**src/rtl/scan_upset_pkg.sv**
```systemverilog
package scan_upset_pkg;

  typedef enum logic [2:0] {
    ST_IDLE,
    ST_RESET_INIT,
    ST_SCAN_LOAD,
    ST_RUN,
    ST_HALT,
    ST_SCAN_UNLOAD,
    ST_DONE
  } seq_state_e;

  // True on the final step of a phase that lasts len steps.
  function automatic logic hit_last(input logic [31:0] cnt, input logic [31:0] len);
    return (cnt + 32'd1) == len;
  endfunction

endpackage

```
**src/rtl/uscan_cell.sv**
```systemverilog
module uscan_cell (
  input  logic clk,
  input  logic rst_n,
  input  logic se,
  input  logic cap,
  input  logic d_func,
  input  logic d_scan,
  output logic q
);
  // Mux-D scan cell: scan path has priority, functional capture is gated.
  always_ff @(posedge clk or negedge rst_n) begin
    if (!rst_n)   q <= 1'b0;
    else if (se)  q <= d_scan;
    else if (cap) q <= d_func;
  end
endmodule

```
**src/rtl/scan_chain.sv**
```systemverilog
module scan_chain #(
  parameter int unsigned N = 8,
  parameter logic [N-1:0] RESET_VAL = '0
) (
  input  logic         clk,
  input  logic         rst_n,
  input  logic         se,
  input  logic         fce,
  input  logic         core_rst,
  input  logic         scan_in,
  output logic         scan_out,
  output logic [N-1:0] chain_q
);
  // Functional next state: binary increment, cell 0 is LSB.
  function automatic logic [N-1:0] func_step(input logic [N-1:0] v);
    return v + {{(N-1){1'b0}}, 1'b1};
  endfunction

  logic [N-1:0] next_val;
  logic [N-1:0] d_func;
  logic [N:0]   link;
  logic         cap;

  assign next_val = func_step(chain_q);
  assign d_func   = core_rst ? RESET_VAL : next_val;
  assign cap      = fce | core_rst;
  assign link[N]  = scan_in;
  assign scan_out = chain_q[0];

  for (genvar i = 0; i < N; i++) begin : g_cell
    assign link[i] = chain_q[i];
    uscan_cell u_cell (
      .clk    (clk),
      .rst_n  (rst_n),
      .se     (se),
      .cap    (cap),
      .d_func (d_func[i]),
      .d_scan (link[i+1]),
      .q      (chain_q[i])
    );
  end
endmodule

```
**src/rtl/upset_seq_fsm.sv**
```systemverilog
module upset_seq_fsm
  import scan_upset_pkg::*;
#(
  parameter int unsigned N     = 8,
  parameter int unsigned WIN_W = 16,
  localparam int unsigned NB    = (N > 1) ? $clog2(N) : 1,
  localparam int unsigned CNT_W = (WIN_W > NB) ? WIN_W : NB
) (
  input  logic             clk,
  input  logic             rst_n,
  input  logic             start,
  input  logic             mode_custom,
  input  logic [WIN_W-1:0] win_len,
  output seq_state_e       state,
  output logic [NB-1:0]    shift_idx,
  output logic             launch,
  output logic             se,
  output logic             fce,
  output logic             core_rst,
  output logic             load_ph,
  output logic             unload_ph
);
  logic [CNT_W-1:0] cnt;
  logic [WIN_W-1:0] win_q;
  logic             last_chain;
  logic             last_win;
  logic             win_zero;

  assign last_chain = hit_last(32'(cnt), 32'(N));
  assign last_win   = hit_last(32'(cnt), 32'(win_q));
  assign win_zero   = (win_q == '0);

  assign launch    = (state == ST_IDLE) && start;
  assign load_ph   = (state == ST_SCAN_LOAD);
  assign unload_ph = (state == ST_SCAN_UNLOAD);
  assign se        = load_ph || unload_ph;
  assign fce       = (state == ST_RUN);
  assign core_rst  = (state == ST_RESET_INIT);
  assign shift_idx = cnt[NB-1:0];

  always_ff @(posedge clk or negedge rst_n) begin
    if (!rst_n) begin
      state <= ST_IDLE;
      cnt   <= '0;
      win_q <= '0;
    end else begin
      unique case (state)
        ST_IDLE: begin
          cnt <= '0;
          if (start) begin
            win_q <= win_len;
            state <= mode_custom ? ST_SCAN_LOAD : ST_RESET_INIT;
          end
        end
        ST_RESET_INIT: begin
          cnt   <= '0;
          state <= win_zero ? ST_HALT : ST_RUN;
        end
        ST_SCAN_LOAD: begin
          if (last_chain) begin
            cnt   <= '0;
            state <= win_zero ? ST_HALT : ST_RUN;
          end else begin
            cnt <= cnt + 1'b1;
          end
        end
        ST_RUN: begin
          if (last_win) begin
            cnt   <= '0;
            state <= ST_HALT;
          end else begin
            cnt <= cnt + 1'b1;
          end
        end
        ST_HALT: begin
          cnt   <= '0;
          state <= ST_SCAN_UNLOAD;
        end
        ST_SCAN_UNLOAD: begin
          if (last_chain) begin
            cnt   <= '0;
            state <= ST_DONE;
          end else begin
            cnt <= cnt + 1'b1;
          end
        end
        ST_DONE: state <= ST_IDLE;
        default: state <= ST_IDLE;
      endcase
    end
  end
endmodule

```
**src/rtl/unload_cmp.sv**
```systemverilog
module unload_cmp #(
  parameter int unsigned N = 8,
  localparam int unsigned NB = (N > 1) ? $clog2(N) : 1,
  localparam int unsigned MW = $clog2(N + 1)
) (
  input  logic          clk,
  input  logic          rst_n,
  input  logic          clear,
  input  logic          cmp_en,
  input  logic [NB-1:0] idx,
  input  logic          so_bit,
  input  logic [N-1:0]  exp_image,
  output logic [MW-1:0] mis_count,
  output logic [NB-1:0] first_fail
);
  logic miss;
  assign miss = cmp_en && (so_bit != exp_image[idx]);

  always_ff @(posedge clk or negedge rst_n) begin
    if (!rst_n) begin
      mis_count  <= '0;
      first_fail <= '0;
    end else if (clear) begin
      mis_count  <= '0;
      first_fail <= '0;
    end else if (miss) begin
      mis_count <= mis_count + 1'b1;
      if (mis_count == '0) first_fail <= idx;
    end
  end
endmodule

```
**src/rtl/scan_upset_ctrl.sv**
```systemverilog
module scan_upset_ctrl
  import scan_upset_pkg::*;
#(
  parameter int unsigned CHAIN_LEN = 8,
  parameter int unsigned WIN_W     = 16,
  parameter logic [CHAIN_LEN-1:0] RESET_VAL = CHAIN_LEN'('hA5),
  localparam int unsigned NB = (CHAIN_LEN > 1) ? $clog2(CHAIN_LEN) : 1,
  localparam int unsigned MW = $clog2(CHAIN_LEN + 1)
) (
  input  logic                 clk,
  input  logic                 rst_n,
  input  logic                 start,
  input  logic                 mode_custom,
  input  logic                 pat_in,
  input  logic [WIN_W-1:0]     win_len,
  input  logic [CHAIN_LEN-1:0] exp_image,
  output logic                 pat_take,
  output logic                 so_bit,
  output logic                 so_valid,
  output logic                 busy,
  output logic                 done,
  output logic [MW-1:0]        mis_count,
  output logic [NB-1:0]        first_fail
);
  seq_state_e           state_q;
  logic [NB-1:0]        shift_idx;
  logic                 launch_w;
  logic                 se_w;
  logic                 fce_w;
  logic                 core_rst_w;
  logic                 load_w;
  logic                 unload_w;
  logic                 scan_in_w;
  logic                 scan_out_w;
  logic [CHAIN_LEN-1:0] chain_q;

  upset_seq_fsm #(.N(CHAIN_LEN), .WIN_W(WIN_W)) u_fsm (
    .clk         (clk),
    .rst_n       (rst_n),
    .start       (start),
    .mode_custom (mode_custom),
    .win_len     (win_len),
    .state       (state_q),
    .shift_idx   (shift_idx),
    .launch      (launch_w),
    .se          (se_w),
    .fce         (fce_w),
    .core_rst    (core_rst_w),
    .load_ph     (load_w),
    .unload_ph   (unload_w)
  );

  // Pattern enters only during load; zeros fill in behind the unload.
  assign scan_in_w = load_w & pat_in;

  scan_chain #(.N(CHAIN_LEN), .RESET_VAL(RESET_VAL)) u_chain (
    .clk      (clk),
    .rst_n    (rst_n),
    .se       (se_w),
    .fce      (fce_w),
    .core_rst (core_rst_w),
    .scan_in  (scan_in_w),
    .scan_out (scan_out_w),
    .chain_q  (chain_q)
  );

  unload_cmp #(.N(CHAIN_LEN)) u_cmp (
    .clk        (clk),
    .rst_n      (rst_n),
    .clear      (launch_w),
    .cmp_en     (unload_w),
    .idx        (shift_idx),
    .so_bit     (scan_out_w),
    .exp_image  (exp_image),
    .mis_count  (mis_count),
    .first_fail (first_fail)
  );

  assign pat_take = load_w;
  assign so_bit   = scan_out_w;
  assign so_valid = unload_w;
  assign busy     = (state_q != ST_IDLE);
  assign done     = (state_q == ST_DONE);
endmodule

```
**config.mk**
```make
export PLATFORM = sky130hd
export DESIGN_NAME = scan_upset_ctrl
export DESIGN_NICKNAME = d
export VERILOG_FILES = /design/src/rtl/scan_upset_pkg.sv /design/src/rtl/uscan_cell.sv /design/src/rtl/scan_chain.sv /design/src/rtl/upset_seq_fsm.sv /design/src/rtl/unload_cmp.sv /design/src/rtl/scan_upset_ctrl.sv
export SDC_FILE = /design/constraint.sdc
export NUM_CORES = 1
export LEC_CHECK = 0
export BUFFER_PORTS_ARGS = -buffer_cell sky130_fd_sc_hd__buf_2
export CAP_MARGIN = 20
export CELL_PAD_IN_SITES_DETAIL_PLACEMENT = 0
export CELL_PAD_IN_SITES_GLOBAL_PLACEMENT = 1
export CORE_MARGIN = 2
export CORE_UTILIZATION = 47
export CTS_BUF_LIST = sky130_fd_sc_hd__clkbuf_4 sky130_fd_sc_hd__clkbuf_8
export DETAILED_ROUTE_END_ITERATION = 8
export MAX_ROUTING_LAYER = met4
export PLACE_DENSITY_LB_ADDON = 0.1
export RECOVER_POWER = 50
export SYNTH_ARGS = -nofsm -noshare
export SYNTH_HDL_FRONTEND = slang
export SYNTH_SLANG_ARGS = --single-unit
```
**constraint.sdc**
```tcl
create_clock -name clk -period 3.6 [get_ports clk]
set_input_delay 0 -clock clk [delete_from_list [all_inputs] [get_ports clk]]
set_output_delay 0 -clock clk [all_outputs]
set_load 0.005 [all_outputs]
```
* After elaboration in Yosys (flattened, before gate mapping)
Index checks and enable logic that the tools add are counted.
Cells by class: $add $sub $neg 4, magnitude comparators 1, equal/unequal tests 13, mux-type cells 34, bitwise logic cells 2, reductions and logical operators 16
Operators with widths (number):
- 16-bit one-hot mux with 3 select lines | 1
- 32-bit by 16-bit == test with 1-bit output | 1
- 16-bit two-way mux | 2
- 3-bit two-way mux | 8
- 3-bit one-hot mux with 6 select lines | 1
- 16-bit by 1-bit adder with 17-bit output (second input constant) | 1
- 17-bit by 4-bit == test with 1-bit output (second input constant) | 1
- 1-bit two-way mux | 17
- 16-bit by 1-bit adder with 16-bit output (second input constant) | 1
- 16-bit zero test | 1
- 3-bit == test (second input constant) | 3
- 8-bit by 1-bit adder with 8-bit output (second input constant) | 1
- 4-bit two-way mux | 2
- 8-bit two-way mux | 1
- 3-bit by 2-bit == test with 1-bit output (second input constant) | 2
- 2-bit inequality test (second input constant) | 3
- 2-bit nonzero test | 3
- 3-bit nonzero test | 2
- 4-bit by 1-bit adder with 4-bit output (second input constant) | 1
- 4-bit zero test | 1
- 3-bit by 4-bit less-than comparator with 1-bit output (second input constant) | 1
- 2-bit AND reduction | 2
- 4-bit AND reduction | 1
- 1-bit binary-select mux with 3-bit select | 1
- 11 further kinds | 12
Word-level totals: flip-flop bits (word level) 50, bits of input ports 29, logic and storage cells 83

* Logic depth before layout (Yosys ltp)
depth after elaboration 6, gate-level depth with buffers 12, mapped depth without buffers 9

* By module
From an unflattened synthesis, not the netlist that was laid out.
Second synthesis, totals: cell total of the unflattened synthesis 377, area, all modules 3545.9 µm²
By module, submodules not included:
- upset_seq_fsm | instances 1, cells an instance 263, area an instance 2467.4 µm², seq. area each 875.8 µm²
- unload_cmp | instances 1, cells an instance 52, area an instance 533.0 µm², seq. area each 175.2 µm²
- uscan_cell | instances 8, cells an instance 4, area an instance 43.8 µm², seq. area each 25.0 µm²
- scan_chain | instances 1, cells an instance 27, area an instance 172.7 µm², seq. area each 0.0 µm²
- scan_upset_ctrl | instances 1, cells an instance 3, area an instance 22.5 µm², seq. area each 0.0 µm²

* Least setup slack after synthesis
Ideal clock, no wire load.
path kind reg2reg, start reg u_fsm.cnt[0], end reg u_fsm.cnt[6], arrival 2.437 ns, data required time 3.481 ns, path slack 1.044 ns, cell stages (with the launch flop) 13, period minus slack after synthesis 2.556 ns, path through dfrtp_1 > ha_1 > buf_4 > and3_1 > buf_6 > nor4_1 > a211oi_1 > nor4_2 > o211ai_2 > o21a_1 > a2bb2oi_4 > buf_6 > nor2_2
Between the ends: longest elaborated chain between the ends 4
RTL lines:
- start: declaration | line upset_seq_fsm.sv:23 | logic [CNT_W-1:0] cnt;
- start signal: assignment | line upset_seq_fsm.sv:64 | cnt <= cnt + 1'b1;
- start signal: assignment | line upset_seq_fsm.sv:72 | cnt <= cnt + 1'b1;
- start signal: assignment | line upset_seq_fsm.sv:84 | cnt <= cnt + 1'b1;
- 16-bit by 1-bit adder with 17-bit output | line scan_upset_pkg.sv:15 | return (cnt + 32'd1) == len;
- 32-bit by 16-bit == test with 1-bit output / 17-bit by 4-bit == test with 1-bit output (equally long branches) | line scan_upset_pkg.sv:15
- 16-bit two-way mux, on equally long branches | line upset_seq_fsm.sv:68, upset_seq_fsm.sv:60, upset_seq_fsm.sv:80
- 16-bit one-hot mux with 3 select lines (*) | line upset_seq_fsm.sv:47 | unique case (state)
Every way passes the cells marked *; elsewhere a longest branch is shown, timed or not. A chain may end at the register's enable or synchronous reset.

* Final worst setup path
start reg u_fsm.cnt[1], end reg u_fsm.cnt[5]
Same word-level chain as after synthesis.

==> flow_metrics.env <==
export IMPL_status="complete, but fails checks"
export IMPL_failed_checks="capacitance limit, slew limit"
export IMPL_via_count=3180
export IMPL_cts_tree="yes"
export IMPL_fp_dieArea_um2=8560
export IMPL_syn_area_um2=3680
export IMPL_drc=0
export IMPL_grt_first_pass_wirelength_um=15700
export IMPL_placed_cells=523
export IMPL_dp_hpwl_um=6750
export IMPL_clock_latency_ns=0.31
export IMPL_worstPathRequired_ns=3.81
export IMPL_yosys_warnings=0
export IMPL_final_setup_skew_ns=0.00721
export IMPL_rsz0062_at_grt="no"
export IMPL_ant_nets=0
export IMPL_min_period_over_period=0.885
export IMPL_yosys_area_top_type="dfrtp_1"
export IMPL_cts_buffers=5
export IMPL_power_density_nw_per_um2=681
export IMPL_clock_sinks=50
export IMPL_synth_area_per_cell_um2=9.08
export IMPL_reg2reg_to="u_fsm.cnt[5]$_DFFE_PN0P_"
export IMPL_core_um2=7650
export IMPL_tightestPinTransition_ns=2.74
export IMPL_initial_core_util=0.482
export IMPL_ctsResizeCount=0
export IMPL_num_rows=32
export IMPL_clock_path_buffers=2
export IMPL_firstDrtPassIters=4
export IMPL_setup_worst_path_start="u_fsm.cnt[1]$_DFFE_PN0P_"
export IMPL_final_cells=550
export IMPL_start_kind="flip-flop"
export IMPL_cp_arrival_ns=3.40
export IMPL_portBuffers=40
export IMPL_fmax_mhz=314
export IMPL_finalWirelength_um=9610
export IMPL_path_class="flip-flop to flip-flop"
export IMPL_wl_per_cell_um=17.5
export IMPL_reg2regPathDepth=10
export IMPL_cts_root_buf="clkbuf_8"
export IMPL_synthCells=406
export IMPL_drv_cap=1
export IMPL_fin_crit_ns=3.19
export IMPL_hold_path_class="input port to flip-flop"
export IMPL_synth_top_area_frac=0.340
export IMPL_grtUsageTotal=0.239
export IMPL_gp_routability_congestion=0.839
export IMPL_fp_dieW_um=92.5
export IMPL_avgViaCountPerCell=5.78
export IMPL_grt_pass1_vias=2971
export IMPL_power_leakage_nw=1.76
export IMPL_clk_pin_slew_ns=0.10
export IMPL_synth_seq_area_share=0.340
export IMPL_maxSlewViolCount=51
export IMPL_ir_drop_v=0.000349
export IMPL_synth_edff_count=0
export IMPL_ys_types=69
export IMPL_critPathCaptureType="flip-flop"
export IMPL_diodes=0
export IMPL_tns_ns=0
export IMPL_final_nets=481
export IMPL_antenna_found_initial=0
export IMPL_path_max_fanout=12
export IMPL_h_tree_depth=2
export IMPL_drt_iter0_drc=166
export IMPL_synth_flop_cell="dfrtp_1"
export IMPL_syn_to_final_growth_pct=14.3
export IMPL_grt_ovfl_total=0
export IMPL_cp_endpoint="u_fsm.cnt[5]$_DFFE_PN0P_"
export IMPL_regToRegStartpoint="u_fsm.cnt[1]$_DFFE_PN0P_"
export IMPL_die_h_um=92.5
export IMPL_layout_drive_gt1_share=0.219
export IMPL_setup_viol=0
export IMPL_grt_max_degree=51
export IMPL_boundaryPins=41
export IMPL_r2r_slack_ns=0.41
export IMPL_async_reset_ff_frac=1.00
export IMPL_fillers=703
export IMPL_syn_nets=440
export IMPL_hold_violations=0
export IMPL_synth_area_top_cells="dfrtp_1 34%, xor2_1 5.2%, mux2_2 4.6%"
export IMPL_slew_headroom=-0.825
export IMPL_ys_seq_elements=50
==> cells in the final DEF, fill, tap and decap left out, drive strengths merged, types with 9 or more instances in the layout <==
master       netlist  final
mux2              15     15
o21ai             19     19
dlygate4sd3        0     17
clkbuf            20      9
nor2              41     41
nor3              14     14
buf               13     46
inv               11     11
nand2             35     35
nand4             10     10
xor2              22     22
nor4              18     18
mux2i             10     10
dfrtp             50     50
a21oi             14     14
xnor2             17     17
nand3             10     10
==> state kept, by name, indices dropped and copies added (netlist names) <==
name                     cells
u_fsm.win_q                 16
u_chain.g_cell.u_cell.q      8
u_cmp.first_fail             3
u_fsm.state                  3
u_cmp.mis_count              4
u_fsm.cnt                   16
==> synthesized netlist by cell type (all sizes together), types with 3 or more instances <==
cell type	n
mux2i	10
inv	11
a222oi	3
a22o	4
nand2b	6
o32ai	4
buf	13
a211oi	4
nor4	18
o21ai	19
nand2	35
o22ai	4
dfrtp	50
nor3	14
and2	3
nor2b	4
o211ai	6
and3	5
a21oi	14
ha	5
nor2	41
a31oi	6
xnor2	17
clkbuf	20
xor2	22
nand4	10
nand3	10
mux2	15
==> power by group <==
group          switching [mW]  total, mW  leakage [nW]  internal (mW)
combinational           0.772       1.44          1.07          0.666
clock                   0.209      0.416        0.0504          0.207
sequential              0.271       1.01         0.640          0.744
==> cell type report <==
type / instances / area, µm² / share of cell area
Clock buffer: 5 / 68.8 / 0.0163
Clock inverter: 3 / 45.0 / 0.0107
Inverter: 12 / 45.0 / 0.0107
Multi-Input combinational cell: 311 / 2220 / 0.528
Sequential cell: 50 / 1250 / 0.297
Tap cell: 102 / 128 / 0.0303
Timing Repair Buffer: 67 / 450 / 0.107
==> metal layers <==
metal	routed length, µm	part of all wire	track usage	vias to the layer above
met5	0	0	-	-
met4	102	0.011	0.0510	0
met3	366	0.038	0.0309	11
met2	4610	0.48	0.373	99
met1	4520	0.47	0.335	1512
li1	-	-	-	1558
==> critical path: stages (launching register included) <==
cell	delay, ns
dfrtp_1	0.53
ha_1	0.43
nand3_4	0.20
nor4_4	0.53
xnor2_1	0.21
o221ai_1	0.16
nor4bb_1	0.37
nand4bb_1	0.21
a2bb2oi_4	0.22
buf_12	0.16
nor2_2	0.05
==> worst min-delay path by stage <==
| stage | start | end | slack, ns | cells after the start |
|---|---|---|---|---|
| 6_report | start | u_fsm.win_q[14]$_DFFE_PN0P_ | 0.12 | 4 |
| 5_1_grt | start | u_fsm.win_q[14]$_DFFE_PN0P_ | 0.16 | 4 |
| 4_1_cts | start | u_fsm.win_q[14]$_DFFE_PN0P_ | 0.12 | 4 |
| 3_5_place_dp | rst_n | u_fsm.cnt[12]$_DFFE_PN0P_ | 0.16 | 2 |
| 3_3_place_gp | rst_n | u_fsm.cnt[12]$_DFFE_PN0P_ | 0.16 | 2 |
| 2_1_floorplan | rst_n | u_chain.g_cell[0].u_cell.q$_DFFE_PN0P_ | -0.30 | 0 |
==> kinds of logic after synthesis <==
| kind of cell | count (synthesis) | share of synthesized area |
|---|---|---|
| simple gates | 155 | 0.239 |
| xor+xnor | 39 | 0.0927 |
| mux | 27 | 0.0852 |
| buf+inv | 45 | 0.0577 |
| fa+ha+maj | 5 | 0.0170 |
| compound gates | 85 | 0.169 |
| flops | 50 | 0.340 |
==> timing repair <==
action	in CTS	in global routing
hold endpoints to repair	66	0
endpoints found under the setup margin	0	6
setup buffers	0	2
hold buffers	17	0
==> through the flow <==
stage	hold WS (ns)	utilization	area, µm²	total power [mW]	setup WS (ns)
2_1_floorplan	-0.296	-	3680	2.05	1.04
3_3_place_gp	0.158	0.511	3910	2.38	0.422
3_5_place_dp	0.159	0.511	3910	2.40	0.261
4_1_cts	0.124	0.548	4190	2.84	0.245
5_1_grt	0.163	0.551	4210	3.10	0.0390
6_report	0.121	0.551	4210	2.87	0.413
No activity file was read; power rests on OpenSTA's default activity.
